--- config.mk ---
export PLATFORM = sky130hd
export DESIGN_NAME = mbx_responder
export DESIGN_NICKNAME = d
export VERILOG_FILES = /design/src/rtl/mbx_pkg.sv /design/src/rtl/mbx_pkt_check.sv /design/src/rtl/mbx_resp_timer.sv /design/src/rtl/mbx_responder.sv
export SDC_FILE = /design/constraint.sdc
export NUM_CORES = 1
export LEC_CHECK = 0
export ABC_AREA = 0
export BUFFER_PORTS_ARGS = -buffer_cell sky130_fd_sc_hd__buf_2
export CAP_MARGIN = 25
export CORE_MARGIN = 2
export CORE_UTILIZATION = 55
export DETAILED_ROUTE_END_ITERATION = 6
export PLACE_DENSITY = 0.73
export REMOVE_ABC_BUFFERS = 1
export SYNTH_ARGS = -nofsm -noshare
export SYNTH_HDL_FRONTEND = slang
export SYNTH_SLANG_ARGS = --single-unit
--- constraint.sdc ---
create_clock -name clk -period 16.6 [get_ports clk]
set_clock_uncertainty 0.1 [all_clocks]
set_input_delay 0 -clock clk [delete_from_list [all_inputs] [get_ports clk]]
set_output_delay 0 -clock clk [all_outputs]
set_load 0.01 [all_outputs]
--- src/rtl/mbx_pkg.sv ---
package mbx_pkg;
  typedef logic [31:0] word_t;

  localparam int unsigned PKT_WORDS = 5;

  localparam word_t HDR_REQ = 32'd1;
  localparam word_t HDR_RSP = 32'd2;

  localparam word_t RC_OK      = 32'h0000_0001;
  localparam word_t RC_BAD_HDR = 32'h8000_0001;
  localparam word_t RC_BAD_CMD = 32'h8000_0002;
  localparam word_t RC_BAD_SUM = 32'h8000_0004;
  localparam word_t RC_BAD_FMT = 32'h8000_0008;
endpackage

--- src/rtl/mbx_pkt_check.sv ---
module mbx_pkt_check
  import mbx_pkg::*;
#(
  parameter logic [31:0] INFO_WORD   = 32'h0102_0304,
  parameter logic [31:0] REFRESH_PTR = 32'h1000_0010,
  parameter logic [31:0] VENDOR_PTR  = 32'h0000_0040
) (
  input  logic [PKT_WORDS-1:0][31:0] req_i,
  output word_t                      code_o,
  output logic [PKT_WORDS-1:0][31:0] rsp_o
);
  word_t req_sum;
  word_t payload;
  logic  ok;

  always_comb begin
    req_sum = req_i[0] + req_i[1] + req_i[2] + req_i[3];
    payload = '0;
    ok      = 1'b0;
    // Fixed priority: header, checksum, count, then command/argument pair.
    if (req_i[0] != HDR_REQ)      code_o = RC_BAD_HDR;
    else if (req_sum != req_i[4]) code_o = RC_BAD_SUM;
    else if (req_i[2] != 32'd1)   code_o = RC_BAD_FMT;
    else begin
      code_o = RC_OK;
      ok     = 1'b1;
      if (req_i[1] == 32'd1 && req_i[3] == 32'd1)      payload = INFO_WORD;
      else if (req_i[1] == 32'd2 && req_i[3] == 32'd1) payload = REFRESH_PTR;
      else if (req_i[1] == 32'd2 && req_i[3] == 32'd2) payload = VENDOR_PTR;
      else begin
        code_o = RC_BAD_CMD;
        ok     = 1'b0;
      end
    end
    rsp_o[0] = HDR_RSP;
    rsp_o[1] = req_i[1];
    rsp_o[2] = ok ? 32'd1 : 32'd0;
    rsp_o[3] = payload;
    rsp_o[4] = rsp_o[0] + rsp_o[1] + rsp_o[2] + rsp_o[3];
  end
endmodule

--- src/rtl/mbx_resp_timer.sv ---
module mbx_resp_timer #(
  parameter int unsigned LAT = 3
) (
  input  logic clk,
  input  logic rst_n,
  input  logic clr,
  input  logic start,
  output logic busy,
  output logic fire
);
  localparam int unsigned CW = (LAT > 0) ? $clog2(LAT + 1) : 1;

  logic [CW-1:0] cnt;

  always_ff @(posedge clk or negedge rst_n) begin
    if (!rst_n) begin
      busy <= 1'b0;
      cnt  <= '0;
    end else if (clr) begin
      busy <= 1'b0;
      cnt  <= '0;
    end else if (start && !busy) begin
      busy <= 1'b1;
      cnt  <= CW'(LAT);
    end else if (busy) begin
      if (cnt == '0) busy <= 1'b0;
      else           cnt  <= cnt - 1'b1;
    end
  end

  assign fire = busy && (cnt == '0);

  assert_fire_ends_R4: assert property (@(posedge clk) disable iff (!rst_n)
    fire |=> !busy);
  assert_start_busy_R4: assert property (@(posedge clk) disable iff (!rst_n)
    (start && !busy && !clr) |=> busy);
endmodule

--- src/rtl/mbx_responder.sv ---
module mbx_responder
  import mbx_pkg::*;
#(
  parameter int unsigned ADDR_W      = 12,
  parameter int unsigned RESP_LAT    = 3,
  parameter logic [31:0] INFO_WORD   = 32'h0102_0304,
  parameter logic [27:0] REFRESH_OFS = 28'h010,
  parameter logic [27:0] VENDOR_OFS  = 28'h040
) (
  input  logic              clk,
  input  logic              rst_n,
  input  logic              wr_en,
  input  logic [ADDR_W-1:0] addr,
  input  logic [31:0]       wdata,
  output logic [31:0]       rdata
);
  localparam int unsigned CTRL_OFS = 'h000;
  localparam int unsigned INB_OFS  = 'h010;
  localparam int unsigned OUTB_OFS = 'h014;
  localparam int unsigned MSG_BASE = 'h100;
  localparam logic [31:0] CTRL_RST = 32'h0000_0005;
  localparam logic [31:0] REF_PTR  = {4'h1, REFRESH_OFS};
  localparam logic [31:0] VEN_PTR  = {4'h0, VENDOR_OFS};

  logic [31:0]                ctrl_q;
  word_t                      inb_q;
  word_t                      outb_q;
  logic [PKT_WORDS-1:0][31:0] msg_q;
  logic [PKT_WORDS-1:0][31:0] rsp;
  word_t                      code;
  logic                       active;
  logic                       busy;
  logic                       fire;
  logic                       commit;
  logic                       ring;
  logic                       wr_ctrl;
  logic                       wr_inb;
  logic                       wr_outb;

  assign active  = !ctrl_q[0] && !ctrl_q[2];
  assign wr_ctrl = wr_en && (addr == ADDR_W'(CTRL_OFS));
  assign wr_inb  = wr_en && (addr == ADDR_W'(INB_OFS));
  assign wr_outb = wr_en && (addr == ADDR_W'(OUTB_OFS));
  assign ring    = wr_inb && (wdata != '0) && active && !busy && (outb_q == '0);
  assign commit  = fire && active;

  mbx_resp_timer #(.LAT(RESP_LAT)) u_timer (
    .clk   (clk),
    .rst_n (rst_n),
    .clr   (!active),
    .start (ring),
    .busy  (busy),
    .fire  (fire)
  );

  mbx_pkt_check #(
    .INFO_WORD   (INFO_WORD),
    .REFRESH_PTR (REF_PTR),
    .VENDOR_PTR  (VEN_PTR)
  ) u_check (
    .req_i  (msg_q),
    .code_o (code),
    .rsp_o  (rsp)
  );

  always_ff @(posedge clk or negedge rst_n) begin
    if (!rst_n) begin
      ctrl_q <= CTRL_RST;
      inb_q  <= '0;
      outb_q <= '0;
    end else begin
      if (wr_ctrl) ctrl_q <= wdata;
      if (!active) begin
        inb_q  <= '0;
        outb_q <= '0;
      end else begin
        if (commit)    inb_q <= '0;
        else if (ring) inb_q <= wdata;
        if (commit)                         outb_q <= code;
        else if (wr_outb && wdata == '0)    outb_q <= '0;
      end
    end
  end

  for (genvar i = 0; i < PKT_WORDS; i++) begin : g_msg
    logic hit;
    assign hit = wr_en && (addr == ADDR_W'(MSG_BASE + 4 * i));
    always_ff @(posedge clk or negedge rst_n) begin
      if (!rst_n)      msg_q[i] <= '0;
      else if (commit) msg_q[i] <= rsp[i];
      else if (hit)    msg_q[i] <= wdata;
    end
  end

  always_comb begin
    rdata = '0;
    if (addr == ADDR_W'(CTRL_OFS)) rdata = ctrl_q;
    if (addr == ADDR_W'(INB_OFS))  rdata = inb_q;
    if (addr == ADDR_W'(OUTB_OFS)) rdata = outb_q;
    for (int i = 0; i < PKT_WORDS; i++)
      if (addr == ADDR_W'(MSG_BASE + 4 * i)) rdata = msg_q[i];
  end

  assert_gated_quiet_R3: assert property (@(posedge clk) disable iff (!rst_n)
    !active |=> (outb_q == '0 && inb_q == '0));
  assert_code_shape_R8: assert property (@(posedge clk) disable iff (!rst_n)
    (outb_q != '0) |-> (outb_q == RC_OK ||
      (outb_q[31] && outb_q[30:4] == '0 && $countones(outb_q[3:0]) == 1)));
  assert_rsp_packet_R5: assert property (@(posedge clk) disable iff (!rst_n)
    commit |=> (msg_q[0] == HDR_RSP &&
                msg_q[4] == msg_q[0] + msg_q[1] + msg_q[2] + msg_q[3]));
  assert_no_ring_when_posted_R10: assert property (@(posedge clk) disable iff (!rst_n)
    (active && outb_q != '0 && !busy) |=> (inb_q == '0 && !busy));
endmodule

==> results.md <==
* CTS buffer count at 27
* EDFF count, synth at 0
* Yosys reg bits at 232
* Total negative setup slack at 0 ns
* Seq pwr share at 46.7%
* Clk buf depth at 3
* Drt wl/cell at 26.0 microns
* Height of the die at 174 microns
* Post-synth ARST share at 100%
* R2R cell count at 22
* Core Util, Final at 62.7%
* Outcome: finished, violations left
* All-Layer GR Usage at 38.5%
* PortBufs at 78
* Mapped Area at 16000 sq um
* Initial antenna violation count at 2
* Worst EP required at 16.95 ns
* Fin. Hold Viols at 0
* Fmax at 0.124 GHz
* Worst slew pin tran at 1.11 ns
* Peak VDD IR at 0.0000869 V
* Starting density of the core at 55.8%
* Critical Path End Type: flip-flop
* DR DRC count at 4
* Setup slack, reg-to-reg at 8.54 ns
* Combinational Power Share at 5.7%
* Final setup viols at 0
* CP Class: reg2reg
* Ys flop type: dfrtp_1
* Final period util at 48.6%
* Clock power share at 47.6%
* Critical path launch point: msg_q[13]
* Vias in the first global route at 14.8k
* Nets at 1984
* Core footprint at 28600 sq um
* Post-route ant nets at 0
* Int Power at 0.000926 W
* CP Max Fanout at 18
* Routed vias/inst at 6.72
* HP Class: in2async
* Die ar. at 30400 sq um
* Post-cts resize count at 0
* Post-CTS setup buffers at 0
* RSZ-0062 raised after global routing: false
* DR iter-0 viols at 1806
* CP arrival at 8.41 ns
* Netlist cell types at 71
* R2r startpoint: msg_q[13]
* Synthesis-to-finish area growth at 12.3%
* Via count at 15.0k
* Power density over cell area at 68.6 nW/um^2
* CTS tree: yes
* Reg-to-reg endpoint: msg_q[153]
* First-pass GRT wire length at 89.9 mm
* Htree depth at 1
* Sequential area share after synthesis at 36.4%
* Sw power at 0.000306 W
* I/O pin cnt at 79
* Clock Sinks at 232
* Max Cap Violations at 0
* Clk root buf: clkbuf_16
* Global placer's final weighted congestion at 0.995
* Tot Pwr at 0.00123 W
* Share of cells above drive strength 1 at 15.0%
* Syn Area/Cell at 9.02 sq um
* # fillers at 2447
* Post-synthesis cell count at 1772
* Worst slew margin at 26.3%
* Total Wirelength at 58.1 mm
* Switching Share at 24.8%
* Leak at 8.43 nW
* Largest net degree at the start of global routing at 112
* Final HPWL DP at 41.0 mm
* Die Width at 174 microns
* Fin crit period at 8.06 ns
* Clock-pin slew on the worst setup and hold paths at 0.07 ns
* Clock latency on the worst-skew pair at 0.56 ns
* 1st-pass router iterations at 7
* GRT overflow at 0
* Row Count at 62
* Crit start category: flip-flop
* Synth warnings at 0
* Failing checks: DRC
* Max-slew violations at 0
==> final cells by class <==
cell class	instances	area [sq um]	area share, %
antenna	1	2.50	0.0139
clock buffer	35	746	4.16
clock inverter	14	109	0.607
inverter	34	128	0.711
multi-input combinational	1400	9690	54.0
sequential	232	5810	32.4
tap	384	480	2.68
timing repair buffer	138	982	5.47
==> how the worst max path moves through the flow <==
stage                 endpoint  slack, ns  cells after the start
finish              msg_q[153]       8.54                     22
global route        msg_q[153]       8.19                     22
CTS                 msg_q[153]       8.72                     22
detailed placement  msg_q[153]       8.78                     22
global placement    msg_q[153]       8.89                     22
floorplan           msg_q[153]      10.06                     22
==> per-layer routing <==
layer / track usage (%) / share of wire, %
met2: 58.1 / 44
met4: 14.9 / 4.1
met1: 53.8 / 40
met5: 0 / 0
met3: 9.51 / 13
==> power groups by stage <==
stage | logic, W | registers [W] | clock network (W)
finish | 0.0000707 | 0.000575 | 0.000586
global route | 0.0000766 | 0.000575 | 0.000613
CTS | 0.0000689 | 0.000575 | 0.000589
detailed placement | 0.0000625 | 0.000585 | 0
global placement | 0.0000620 | 0.000585 | 0
floorplan | 0.0000220 | 0.000583 | 0
==> worst max-delay path, cell delays in order, from the launching register on <==
cell	delay, ns
dfrtp_1	0.50
fa_1	0.60
fa_1	0.42
ha_1	0.47
inv_1	0.10
o31ai_1	0.67
nor2_1	0.19
a2111oi_4	0.48
mux2i_1	0.13
or4_4	0.57
nor4_4	0.37
nand4b_4	0.35
nor3_2	0.53
ha_1	0.24
o21ai_0	0.09
nand2b_1	0.11
a31oi_1	0.13
o21bai_1	0.29
a31oi_1	0.16
o21ai_0	0.78
a21oi_1	0.31
xor2_1	0.20
o21ai_0	0.15
==> cells in the final DEF, fill, tap and decap left out, drive strengths merged, types with 4 or more instances in the layout <==
| cell type | Yosys | routed |
|---|---|---|
| nand2 | 356 | 356 |
| dfrtp | 230 | 230 |
| a21oi | 114 | 114 |
| o21ai | 113 | 113 |
| buf | 17 | 104 |
| nor2 | 100 | 100 |
| mux2 | 90 | 90 |
| mux2i | 68 | 68 |
| fa | 62 | 62 |
| nand3 | 62 | 62 |
| nor4 | 48 | 48 |
| xnor2 | 42 | 42 |
| ha | 42 | 42 |
| inv | 34 | 36 |
| clkbuf | 89 | 35 |
| dlygate4sd3 | 0 | 34 |
| xor2 | 29 | 29 |
| nand4 | 29 | 29 |
| a31oi | 27 | 27 |
| a221oi | 23 | 23 |
| nor3 | 17 | 17 |
| a222oi | 16 | 16 |
| and3 | 16 | 16 |
| o211ai | 14 | 14 |
| or3 | 14 | 14 |
| a211oi | 12 | 12 |
| a21o | 10 | 10 |
| clkinv | 0 | 10 |
| nand2b | 9 | 9 |
| o21a | 8 | 8 |
| or2 | 8 | 8 |
| or4 | 7 | 7 |
| o21bai | 5 | 5 |
| nor2b | 5 | 5 |
| nor3b | 5 | 5 |
| o31ai | 4 | 4 |
| nor4b | 4 | 4 |
==> through the flow <==
| stage | hold WS (ns) | cell area (sq um) | instances | setup slack [ns] |
|---|---|---|---|---|
| 5_1_grt | 0.108 | 17900 | 2237 | 8.19 |
| 6_report | 0.0184 | 17900 | 2238 | 8.54 |
| 3_3_place_gp | 0.0361 | 16700 | 2149 | 8.89 |
| 2_1_floorplan | -0.396 | 15600 | 1666 | 10.06 |
| 4_1_cts | 0.0565 | 17900 | 2235 | 8.72 |
| 3_5_place_dp | 0.0362 | 16700 | 2152 | 8.78 |
==> cells by family after synthesis <==
logic type,after synthesis,share of synthesized area [%]
multiplexers,158,10.6
XOR/XNOR,72,4.03
flip-flops,232,36.4
adder cells (fa/ha/maj),104,11.1
AND/OR/NAND/NOR,687,19.7
AO/OA/AOI/OAI,379,14.9
buffers and inverters,140,3.42
==> flip-flops by register name, indices dropped and copies added (netlist names) <==
| name | flops |
|---|---|
| u_timer.cnt | 2 |
| inb_q | 32 |
| ctrl_q | 32 |
| msg_q | 160 |
| outb_q | 5 |
| u_timer.busy | 1 |
==> cells in the mapped netlist (14+ instances only) <==
cell / n / area (sq um)
a21oi_1: 114 / 571
a221oi_1: 23 / 201
a222oi_1: 16 / 160
a31oi_1: 27 / 169
and3_1: 16 / 100
clkbuf_1: 87 / 327
dfrtp_1: 230 / 5760
fa_1: 62 / 1240
ha_1: 42 / 526
inv_1: 34 / 128
mux2_2: 90 / 1010
mux2i_1: 68 / 681
nand2_1: 355 / 1330
nand3_1: 62 / 310
nand4_1: 29 / 181
nor2_1: 100 / 375
nor3_1: 15 / 75.1
nor4_1: 47 / 294
o211ai_1: 14 / 105
o21ai_0: 106 / 531
or3_1: 14 / 87.6
xnor2_1: 42 / 368
xor2_1: 29 / 254
==> what timing repair did <==
item                                    CTS  global route
endpoints found under the setup margin    0             0
hold endpoints to repair                335             0
hold buffers                             34             0
Power figures use the tool's default switching activity.
